### src/rtl/mfu_pkg.sv
package mfu_pkg;

  localparam int N_SRC  = 6;
  localparam int DFSR_W = 8;
  localparam int IFSR_W = 4;

  // source index doubles as priority: lower index wins
  localparam int SRC_ALIGN = 0;
  localparam int SRC_WALK  = 1;
  localparam int SRC_XLT   = 2;
  localparam int SRC_DOM   = 3;
  localparam int SRC_PERM  = 4;
  localparam int SRC_EXT   = 5;

  typedef logic [3:0] fsc_t;

  localparam fsc_t FSC_NONE     = 4'b0000;
  localparam fsc_t FSC_ALIGN    = 4'b0001;
  localparam fsc_t FSC_XLT_SEC  = 4'b0101;
  localparam fsc_t FSC_XLT_PG   = 4'b0111;
  localparam fsc_t FSC_DOM_SEC  = 4'b1001;
  localparam fsc_t FSC_DOM_PG   = 4'b1011;
  localparam fsc_t FSC_PERM_SEC = 4'b1101;
  localparam fsc_t FSC_PERM_PG  = 4'b1111;
  localparam fsc_t FSC_EXT_LF   = 4'b0100;
  localparam fsc_t FSC_EXT_NLF  = 4'b1000;

  typedef enum logic [1:0] {
    ACC_PLAIN    = 2'd0,
    ACC_NC_READ  = 2'd1,
    ACC_NB_WRITE = 2'd2,
    ACC_SWAP     = 2'd3
  } acc_kind_e;

  typedef enum logic [1:0] {
    RSEL_DFSR = 2'd0,
    RSEL_FAR  = 2'd1,
    RSEL_IFSR = 2'd2,
    RSEL_NONE = 2'd3
  } rsel_e;

  typedef struct packed {
    logic       hit;
    logic       violation;
    fsc_t       status;
    logic [3:0] domain;
  } fault_t;

endpackage

### src/rtl/mfu_qualify.sv
module mfu_qualify
  import mfu_pkg::*;
(
  input  logic             mmu_en,
  input  logic             align_en,
  input  logic             acc_valid,
  input  logic             acc_fetch,
  input  logic [1:0]       acc_kind,
  input  logic             flt_misalign,
  input  logic             flt_xlt,
  input  logic             flt_dom,
  input  logic             flt_perm,
  input  logic             ext_walk_err,
  input  logic             ext_bus_err,
  output logic [N_SRC-1:0] src_act
);

  logic sync_kind;

  always_comb begin
    // external errors only count when the core is stalled on the bus
    sync_kind = (acc_kind == ACC_NC_READ) || (acc_kind == ACC_NB_WRITE) ||
                (acc_kind == ACC_SWAP);

    src_act            = '0;
    src_act[SRC_ALIGN] = acc_valid && align_en && !acc_fetch && flt_misalign;
    src_act[SRC_WALK]  = acc_valid && mmu_en && ext_walk_err;
    src_act[SRC_XLT]   = acc_valid && mmu_en && flt_xlt;
    src_act[SRC_DOM]   = acc_valid && mmu_en && flt_dom;
    src_act[SRC_PERM]  = acc_valid && mmu_en && flt_perm;
    src_act[SRC_EXT]   = acc_valid && sync_kind && ext_bus_err;
  end

endmodule

### src/rtl/mfu_prio.sv
module mfu_prio
  import mfu_pkg::*;
(
  input  logic [N_SRC-1:0] src_act,
  input  logic             desc_is_page,
  input  logic             acc_linefetch,
  input  logic [3:0]       acc_domain,
  output fault_t           fault
);

  fsc_t       code [N_SRC];
  logic [3:0] dom  [N_SRC];

  always_comb begin
    code[SRC_ALIGN] = FSC_ALIGN;
    code[SRC_WALK]  = FSC_EXT_NLF;
    code[SRC_XLT]   = desc_is_page  ? FSC_XLT_PG  : FSC_XLT_SEC;
    code[SRC_DOM]   = desc_is_page  ? FSC_DOM_PG  : FSC_DOM_SEC;
    code[SRC_PERM]  = desc_is_page  ? FSC_PERM_PG : FSC_PERM_SEC;
    code[SRC_EXT]   = acc_linefetch ? FSC_EXT_LF  : FSC_EXT_NLF;

    dom[SRC_ALIGN] = 4'd0;
    dom[SRC_WALK]  = 4'd0;
    dom[SRC_XLT]   = 4'd0;
    dom[SRC_DOM]   = acc_domain;
    dom[SRC_PERM]  = acc_domain;
    dom[SRC_EXT]   = acc_domain;
  end

  // walk from least to most urgent so the most urgent active source lands last
  always_comb begin
    fault = '{hit: 1'b0, violation: 1'b0, status: FSC_NONE, domain: 4'd0};
    for (int i = N_SRC - 1; i >= 0; i--) begin
      if (src_act[i]) begin
        fault.hit    = 1'b1;
        fault.status = code[i];
        fault.domain = dom[i];
      end
    end
    // anything except the final-access bus error blocks the request
    fault.violation = |src_act[SRC_PERM:SRC_ALIGN];
  end

endmodule

### src/rtl/mfu_regs.sv
module mfu_regs
  import mfu_pkg::*;
#(
  parameter int ADDR_W = 32
) (
  input  logic              clk,
  input  logic              rst_n,
  input  logic              we_data,
  input  logic              we_inst,
  input  fsc_t              status,
  input  logic [3:0]        domain,
  input  logic [ADDR_W-1:0] addr,
  input  logic [1:0]        rd_sel,
  output logic [DFSR_W-1:0] dfsr_q,
  output logic [ADDR_W-1:0] far_q,
  output logic [IFSR_W-1:0] ifsr_q,
  output logic [ADDR_W-1:0] rd_data
);

  logic [DFSR_W-1:0] dfsr_d;
  logic [ADDR_W-1:0] far_d;
  logic [IFSR_W-1:0] ifsr_d;

  always_comb begin
    dfsr_d = {domain, status};
    far_d  = addr;
    ifsr_d = status;
  end

  always_ff @(posedge clk or negedge rst_n) begin
    if (!rst_n) begin
      dfsr_q <= '0;
      far_q  <= '0;
    end else if (we_data) begin
      dfsr_q <= dfsr_d;
      far_q  <= far_d;
    end
  end

  always_ff @(posedge clk or negedge rst_n) begin
    if (!rst_n) begin
      ifsr_q <= '0;
    end else if (we_inst) begin
      ifsr_q <= ifsr_d;
    end
  end

  always_comb begin
    unique case (rsel_e'(rd_sel))
      RSEL_DFSR: rd_data = {{(ADDR_W-DFSR_W){1'b0}}, dfsr_q};
      RSEL_FAR:  rd_data = far_q;
      RSEL_IFSR: rd_data = {{(ADDR_W-IFSR_W){1'b0}}, ifsr_q};
      default:   rd_data = '0;
    endcase
  end

endmodule

### src/rtl/mmu_fault_unit.sv
module mmu_fault_unit
  import mfu_pkg::*;
#(
  parameter int ADDR_W = 32
) (
  input  logic              clk,
  input  logic              rst_n,
  input  logic              mmu_en,
  input  logic              align_en,
  input  logic              acc_valid,
  input  logic              acc_fetch,
  input  logic [ADDR_W-1:0] acc_addr,
  input  logic [3:0]        acc_domain,
  input  logic [1:0]        acc_kind,
  input  logic              acc_linefetch,
  input  logic              desc_is_page,
  input  logic              flt_misalign,
  input  logic              flt_xlt,
  input  logic              flt_dom,
  input  logic              flt_perm,
  input  logic              ext_walk_err,
  input  logic              ext_bus_err,
  output logic              bus_req,
  output logic              abort,
  output logic              abort_prefetch,
  input  logic [1:0]        rd_sel,
  output logic [ADDR_W-1:0] rd_data
);

  logic [N_SRC-1:0]  src_act;
  fault_t            fault;
  logic              we_data;
  logic              we_inst;
  logic [DFSR_W-1:0] dfsr_q;
  logic [ADDR_W-1:0] far_q;
  logic [IFSR_W-1:0] ifsr_q;

  mfu_qualify u_qualify (
    .mmu_en       (mmu_en),
    .align_en     (align_en),
    .acc_valid    (acc_valid),
    .acc_fetch    (acc_fetch),
    .acc_kind     (acc_kind),
    .flt_misalign (flt_misalign),
    .flt_xlt      (flt_xlt),
    .flt_dom      (flt_dom),
    .flt_perm     (flt_perm),
    .ext_walk_err (ext_walk_err),
    .ext_bus_err  (ext_bus_err),
    .src_act      (src_act)
  );

  mfu_prio u_prio (
    .src_act       (src_act),
    .desc_is_page  (desc_is_page),
    .acc_linefetch (acc_linefetch),
    .acc_domain    (acc_domain),
    .fault         (fault)
  );

  always_comb begin
    abort          = fault.hit;
    abort_prefetch = fault.hit && acc_fetch;
    bus_req        = acc_valid && !fault.violation;
    we_data        = fault.hit && !acc_fetch;
    we_inst        = fault.hit && acc_fetch;
  end

  mfu_regs #(.ADDR_W(ADDR_W)) u_regs (
    .clk     (clk),
    .rst_n   (rst_n),
    .we_data (we_data),
    .we_inst (we_inst),
    .status  (fault.status),
    .domain  (fault.domain),
    .addr    (acc_addr),
    .rd_sel  (rd_sel),
    .dfsr_q  (dfsr_q),
    .far_q   (far_q),
    .ifsr_q  (ifsr_q),
    .rd_data (rd_data)
  );

endmodule

### config.mk
export PLATFORM = sky130hd
export DESIGN_NAME = mmu_fault_unit
export DESIGN_NICKNAME = d
export VERILOG_FILES = /design/src/rtl/mfu_pkg.sv /design/src/rtl/mfu_qualify.sv /design/src/rtl/mfu_prio.sv /design/src/rtl/mfu_regs.sv /design/src/rtl/mmu_fault_unit.sv
export SDC_FILE = /design/constraint.sdc
export NUM_CORES = 1
export LEC_CHECK = 0
export BUFFER_PORTS_ARGS = -buffer_cell sky130_fd_sc_hd__buf_2
export CORE_MARGIN = 8
export CORE_UTILIZATION = 48
export DETAILED_ROUTE_END_ITERATION = 12
export GPL_ROUTABILITY_DRIVEN = 0
export GPL_TIMING_DRIVEN = 0
export PLACE_DENSITY = 0.8
export SETUP_SLACK_MARGIN = 0.02
export SYNTH_ARGS = -nofsm -noshare
export SYNTH_HDL_FRONTEND = slang
export SYNTH_HIERARCHICAL = 1
export SYNTH_SLANG_ARGS = --single-unit
### constraint.sdc
create_clock -name clk -period 1.3 [get_ports clk]
set_input_delay 0.13 -clock clk [delete_from_list [all_inputs] [get_ports clk]]
set_output_delay 0.13 -clock clk [all_outputs]
set_load 0.05 [all_outputs]
==> impl_metrics.yaml, run 1 <==
timing:
  setup_violations: 42
  rsz0062_at_grt: "true"
  fin_skew_ns: 0
  timing.hold.ws_ns: -0.0152
  slew_violations: 0
  worst_pin_slew_ns: 0.951
  fin_ws_ns: -0.147
  hold_viol: 10
  fmax_mhz: 691
  relSlewSlack_pct: 36.6
  fin_crit_sh_pct: 111
  period_minus_slack_ns: 1.45
global_route:
  grt_pass1_vias: 1769
  grt_max_degree: 45
  grt_usage_pct: 14.9
  antenna_found_initial: 0
  grt_pass1_wl_um: 8710
  gr-total-overflow: 0
status:
  status: "finished, violations left"
  violations: "negative hold slack, negative setup slack"
placement:
  dpl_worst_slack_ns: -0.570
  io_buffer_count: 86
  dp_hpwl_um: 3880
floorplan:
  num_io_pins: 89
  die_width_um: 83.2
  start_util_pct: 49.8
  core_mm2: 0.00435
  die_h_um: 83.2
  die_area_mm2: 0.00693
  num_rows: 24
cts:
  cts_tree: "yes"
  cts_hold_buf: 0
  clockRootBuffer: "clkbuf_8"
  clk_pin_slew_ns: 0.08
  htreeDepth: 2
  cts_buffers: 5
  clkSinkCount: 44
  clock_latency_ns: 0.28
  clk_path_buf_depth: 2
detailed_routing:
  drcViolationCount: 0
  drt_wl_total_um: 5360
  wl_met2_um: 2690
  wire_per_inst_um: 16.6
  viasPerCell: 5.15
  drtPass1Iterations: 4
  drt-initial-drc-count: 45
  vias: 1658
  dr.max_layer_used: "met4"
  dr_wl_met3_um: 430
  drt-met1-wl_um: 2210
  drtAntennaViolNets: 0
yosys:
  yosys.area_share.simple_pct: 16.2
  synth_compound_area_share_pct: 3.69
  syn-instance-count: 167
  synth_edf_count: 0
  yosysSeqAreaShare_pct: 50.7
  ys_seq_elements: 44
  syn_area_per_cell_um2: 13.0
  synth_xor_xnor_area_share_pct: 0
  synth_nets: 221
  synth_area_leaders: "dfrtp_1 51%, mux2_2 23%, and2_1 4.9%"
  netlist_area_mm2: 0.00217
  synth_top_area_share_pct: 50.7
  synth_top_area_cell: "dfrtp_1"
  synth_mux_area_share_pct: 26.5
  synth_warnings: 6
  synthArstFlopShare_pct: 100
  synth.distinct_cells: 26
  synth_ff_type: "dfrtp_1"
  synth_common_cells: "44 x dfrtp_1, 44 x mux2_2, 17 x and2_1"
  synthAdderAreaFrac_pct: 0
  synth_top_family_by_area: "multiplexers"
final_layout:
  drive_above_1_share_pct: 68.5
  num-fill-cells: 323
  final-seq-area_mm2: 0.00110
  diodes: 0
  synthToLayoutAreaGrowth_pct: 40.0
  layout.nets: 324
  multiInputGateArea_mm2: 0.00108
run:
  maxCapViolations: 0
hold_path:
  hold_class: "in -> async"
pwr:
  power_mw: 3.86
  p_leak_nw: 1.52
  ir_worst_vdd_mv: 0.894
  powerDensity_mw_per_mm2: 1270
worst_setup_path:
  worstPathRequired_ns: 1.47
  crit_path_end_kind: "flop"
  cp_max_fo: 10
  crit_type: "in -> reg"
  worstSetupStartpointType: "input pin"
  crit_arrival_ns: 1.62
-- power breakdown --
part	switching (mW)	internal, mW
sequential	0.125	1.63
combinational	0.708	0.606
clock	0.423	0.366
-- placed cells by master, fill, tap and decap left out, drive strengths merged --
master,count
nand2b,1
clkinv,1
nor3,2
and2b,2
o211a,1
and2,29
and4b,1
buf,103
and3,4
or2,1
dfrtp,44
nor4,1
o21a,1
nor2,8
mux2i,8
o21bai,1
nand2,2
o2bb2ai,4
clkbuf,7
o21ba,1
nor2b,2
a21oi,2
mux2,44
-- registers in the layout (all words and copies together) (netlist names) --
name and flops:
u_regs/far_q 32, u_regs/dfsr_q 8, u_regs/ifsr_q 4
-- final timing paths --
kind | startpoint | end | slack [ns] | cells past startpoint
worst max-delay path | acc_fetch | u_regs/far_q[6]$_DFFE_PN0P_ | -0.15 | 8
worst min-delay path | rst_n | u_regs/dfsr_q[7]$_DFFE_PN0P_ | -0.02 | 1
worst max register to register | u_regs/far_q[2]$_DFFE_PN0P_ | u_regs/far_q[2]$_DFFE_PN0P_ | 0.41 | 2
worst min register to register | u_regs/far_q[8]$_DFFE_PN0P_ | u_regs/far_q[8]$_DFFE_PN0P_ | 0.50 | 1
max in group asynchronous | rst_n | u_regs/far_q[14]$_DFFE_PN0P_ | 0.71 | 1
min in group clk | acc_addr[3] | u_regs/far_q[3]$_DFFE_PN0P_ | 0.07 | 2
-- final cells by class --
class	instances	area share (%)
timing repair buffer	96	20.4
clock buffer	6	2.39
tap	52	2.14
multi-input combinational	115	35.5
clock inverter	1	0.165
sequential	44	36.2
buffer	8	3.21
-- kinds of logic (layout without fill, tap and decap cells) --
family	Yosys count	count (layout)
AND/OR/NAND/NOR	53	53
multiplexers	52	52
flip-flops	44	44
AO/OA/AOI/OAI	10	10
buffers and inverters	8	111
-- critical path, stage by stage --
cell,delay [ns]
buf_4,0.12
and4b_2,0.32
nor2_4,0.06
nand2_2,0.07
or2_4,0.12
and2b_4,0.26
buf_6,0.18
mux2_2,0.35
-- metrics by stage --
| stage | hold slack [ns] | setup TNS [ns] | util (%) | std cells | area, µm² |
|---|---|---|---|---|---|
| floorplan | -0.166 | -17.52 | - | 167 | 2240 |
| global placement | 0.340 | -22.67 | 62.8 | 305 | 2730 |
| detailed placement | 0.341 | -23.90 | 62.8 | 305 | 2730 |
| CTS | 0.0310 | -4.14 | 67.4 | 317 | 2940 |
| global route | 0.0609 | -6.30 | 69.8 | 322 | 3040 |
| finish | -0.0152 | -4.80 | 69.8 | 322 | 3040 |
-- layer usage --
| metal | track usage, % | vias up |
|---|---|---|
| li1 | - | 789 |
| met1 | 17.6 | 808 |
| met2 | 24.3 | 57 |
| met3 | 6.35 | 4 |
| met4 | 3.35 | 0 |
| met5 | 0 | - |
-- timing repair --
| item | CTS | global route |
|---|---|---|
| endpoints found under the setup margin | 51 | 46 |
| pin swaps | 6 | 8 |
| gates cloned | 1 | 1 |
| gates resized for setup | 21 | 12 |
| buffers inserted | 4 | 4 |
Power figures use the tool's default switching activity.
==> run 2, diff against run 1 <==
CORE_UTILIZATION = 43   (was 48)
PLACE_DENSITY = 0.75   (was 0.8)
clock period = 1.2 ns   (was 1.3 ns; I/O delays follow)
==> impl_metrics.yaml, run 2 (synthesis gave the netlist of run 1 again) <==
placement:
  dpl_worst_slack_ns: -0.634
  post_dp_cell_area_mm2: 0.00276
  io_buffer_count: 86
  dp_hpwl_um: 3980
worst_setup_path:
  cpPeakStageDelay_ns: 0.30
  worstPathRequired_ns: 1.37
  worstPathCellList: "buf_6 > and3_4 > nor3_4 > nand2_2 > or2_4 > and2b_4 > buf_8 > mux2_4"
  crit_type: "in -> reg"
  crit_path_end_kind: "flop"
  crit_path_top_delay_cell: "mux2_4"
  crit_arrival_ns: 1.57
  cp_max_fo: 5
  worstSetupStartpointType: "input pin"
detailed_routing:
  wire_per_inst_um: 16.1
  viasPerCell: 4.84
  drtPass1Iterations: 6
  drt-initial-drc-count: 59
  drcViolationCount: 0
  vias: 1673
  drtAntennaViolNets: 0
  drt_wl_total_um: 5560
cts:
  clockRootBuffer: "clkbuf_8"
  htreeDepth: 2
  cts_hold_buf: 0
  clkSinkCount: 44
  cts_buffers: 5
  cts_tree: "yes"
  clock_latency_ns: 0.28
  clk_pin_slew_ns: 0.08
  clk_path_buf_depth: 2
timing:
  worst_pin_slew_ns: 0.967
  fmax_mhz: 711
  fin_crit_sh_pct: 117
  rsz0062_at_grt: "true"
  relSlewSlack_pct: 35.5
  setup_violations: 47
  slew_violations: 0
  timing.hold.ws_ns: -0.0235
  hold_viol: 17
  fin_skew_ns: 0
  period_minus_slack_ns: 1.41
  fin_ws_ns: -0.207
pwr:
  powerDensity_mw_per_mm2: 1370
  p_leak_nw: 1.57
  ir_worst_vdd_mv: 1.01
status:
  violations: "negative hold slack, negative setup slack"
  status: "finished, violations left"
run:
  maxCapViolations: 0
floorplan:
  die_area_mm2: 0.00757
  die_h_um: 87.0
  core_mm2: 0.00498
  num_rows: 26
  start_util_pct: 43.6
  num_io_pins: 89
  die_width_um: 87.0
final_layout:
  mostFrequentLayoutCell: "buf_2"
  diodes: 0
  drive_above_1_share_pct: 69.6
  final-seq-area_mm2: 0.00110
  layout.nets: 329
  synthToLayoutAreaGrowth_pct: 46.8
  largestRegisters: "u_regs/far_q: 32 flops, u_regs/dfsr_q: 8 flops, u_regs/ifsr_q: 4 flops"
  final_area_mm2: 0.00319
  multiInputGateArea_mm2: 0.00108
  largest-register: "u_regs/far_q"
  layout_common_cells: "57 x buf_2, 44 x dfrtp_1, 42 x mux2_2, 23 x buf_4, 21 x buf_6"
  num-fill-cells: 392
  largest_reg_flops: 32
global_route:
  antenna_found_initial: 0
  grt_max_degree: 45
  grt_pass1_wl_um: 8590
  gr-total-overflow: 0
  grt_pass1_vias: 1788
  grt_usage_pct: 14.5
hold_path:
  hold_class: "in -> async"
run 2: worst paths after layout:
| kind | slack, ns | start | depth (start not counted) | endpoint |
|---|---|---|---|---|
| worst max-delay path | -0.21 | mmu_en | 8 | u_regs/far_q[18]$_DFFE_PN0P_ |
| worst min-delay path | -0.02 | rst_n | 1 | u_regs/far_q[15]$_DFFE_PN0P_ |
| worst max register to register | 0.22 | u_regs/far_q[1]$_DFFE_PN0P_ | 3 | u_regs/far_q[1]$_DFFE_PN0P_ |
| worst min register to register | 0.50 | u_regs/far_q[11]$_DFFE_PN0P_ | 1 | u_regs/far_q[11]$_DFFE_PN0P_ |
| max in group asynchronous | 0.61 | rst_n | 1 | u_regs/far_q[13]$_DFFE_PN0P_ |
| min in group clk | 0.07 | acc_addr[14] | 2 | u_regs/far_q[14]$_DFFE_PN0P_ |
run 2: per-stage QoR:
step	power [mW]	TNS [ns]	utilization [%]	hold WS [ns]	instances
detailed placement	3.23	-27.25	55.4	0.330	323
global placement	3.19	-26.60	55.4	0.329	323
global route	4.60	-10.14	64.0	0.0496	346
CTS	4.33	-6.84	61.6	0.0171	341
finish	4.38	-7.94	64.0	-0.0235	346
floorplan	2.88	-21.64	-	-0.176	167
run 2: per-layer routing:
| metal | part of all wire, % | global-route usage (%) | vias up |
|---|---|---|---|
| met5 | 0 | 0 | - |
| met4 | 0.41 | 3.91 | 0 |
| met3 | 5.0 | 4.43 | 2 |
| met2 | 56 | 26.3 | 38 |
| met1 | 39 | 15.8 | 830 |
| li1 | - | - | 803 |
run 2: timing repair:
action,4_1_cts,5_1_grt
setup endpoints to repair,58,77
buffers inserted,10,5
gates cloned,1,0
resized for setup,40,36
pin swaps,11,0
run 2: worst max-delay path: cells and delay by family:
family,cells,cell delay (ns)
AND/OR/NAND/NOR,5,0.91
buffers and inverters,2,0.25
multiplexers,1,0.30
run 2: layout make-up:
type	count	share of cell area [%]
well taps	70	2.75
clock inverters	2	0.314
plain buffers	8	3.18
multi-input cells	115	34.1
flip-flops and latches	44	34.6
clock buffers	6	2.59
repair buffers	101	22.5
run 2: power by group:
| group | switching [mW] | internal (mW) |
|---|---|---|
| clock | 0.468 | 0.460 |
| combinational | 0.796 | 0.750 |
| sequential | 0.134 | 1.77 |
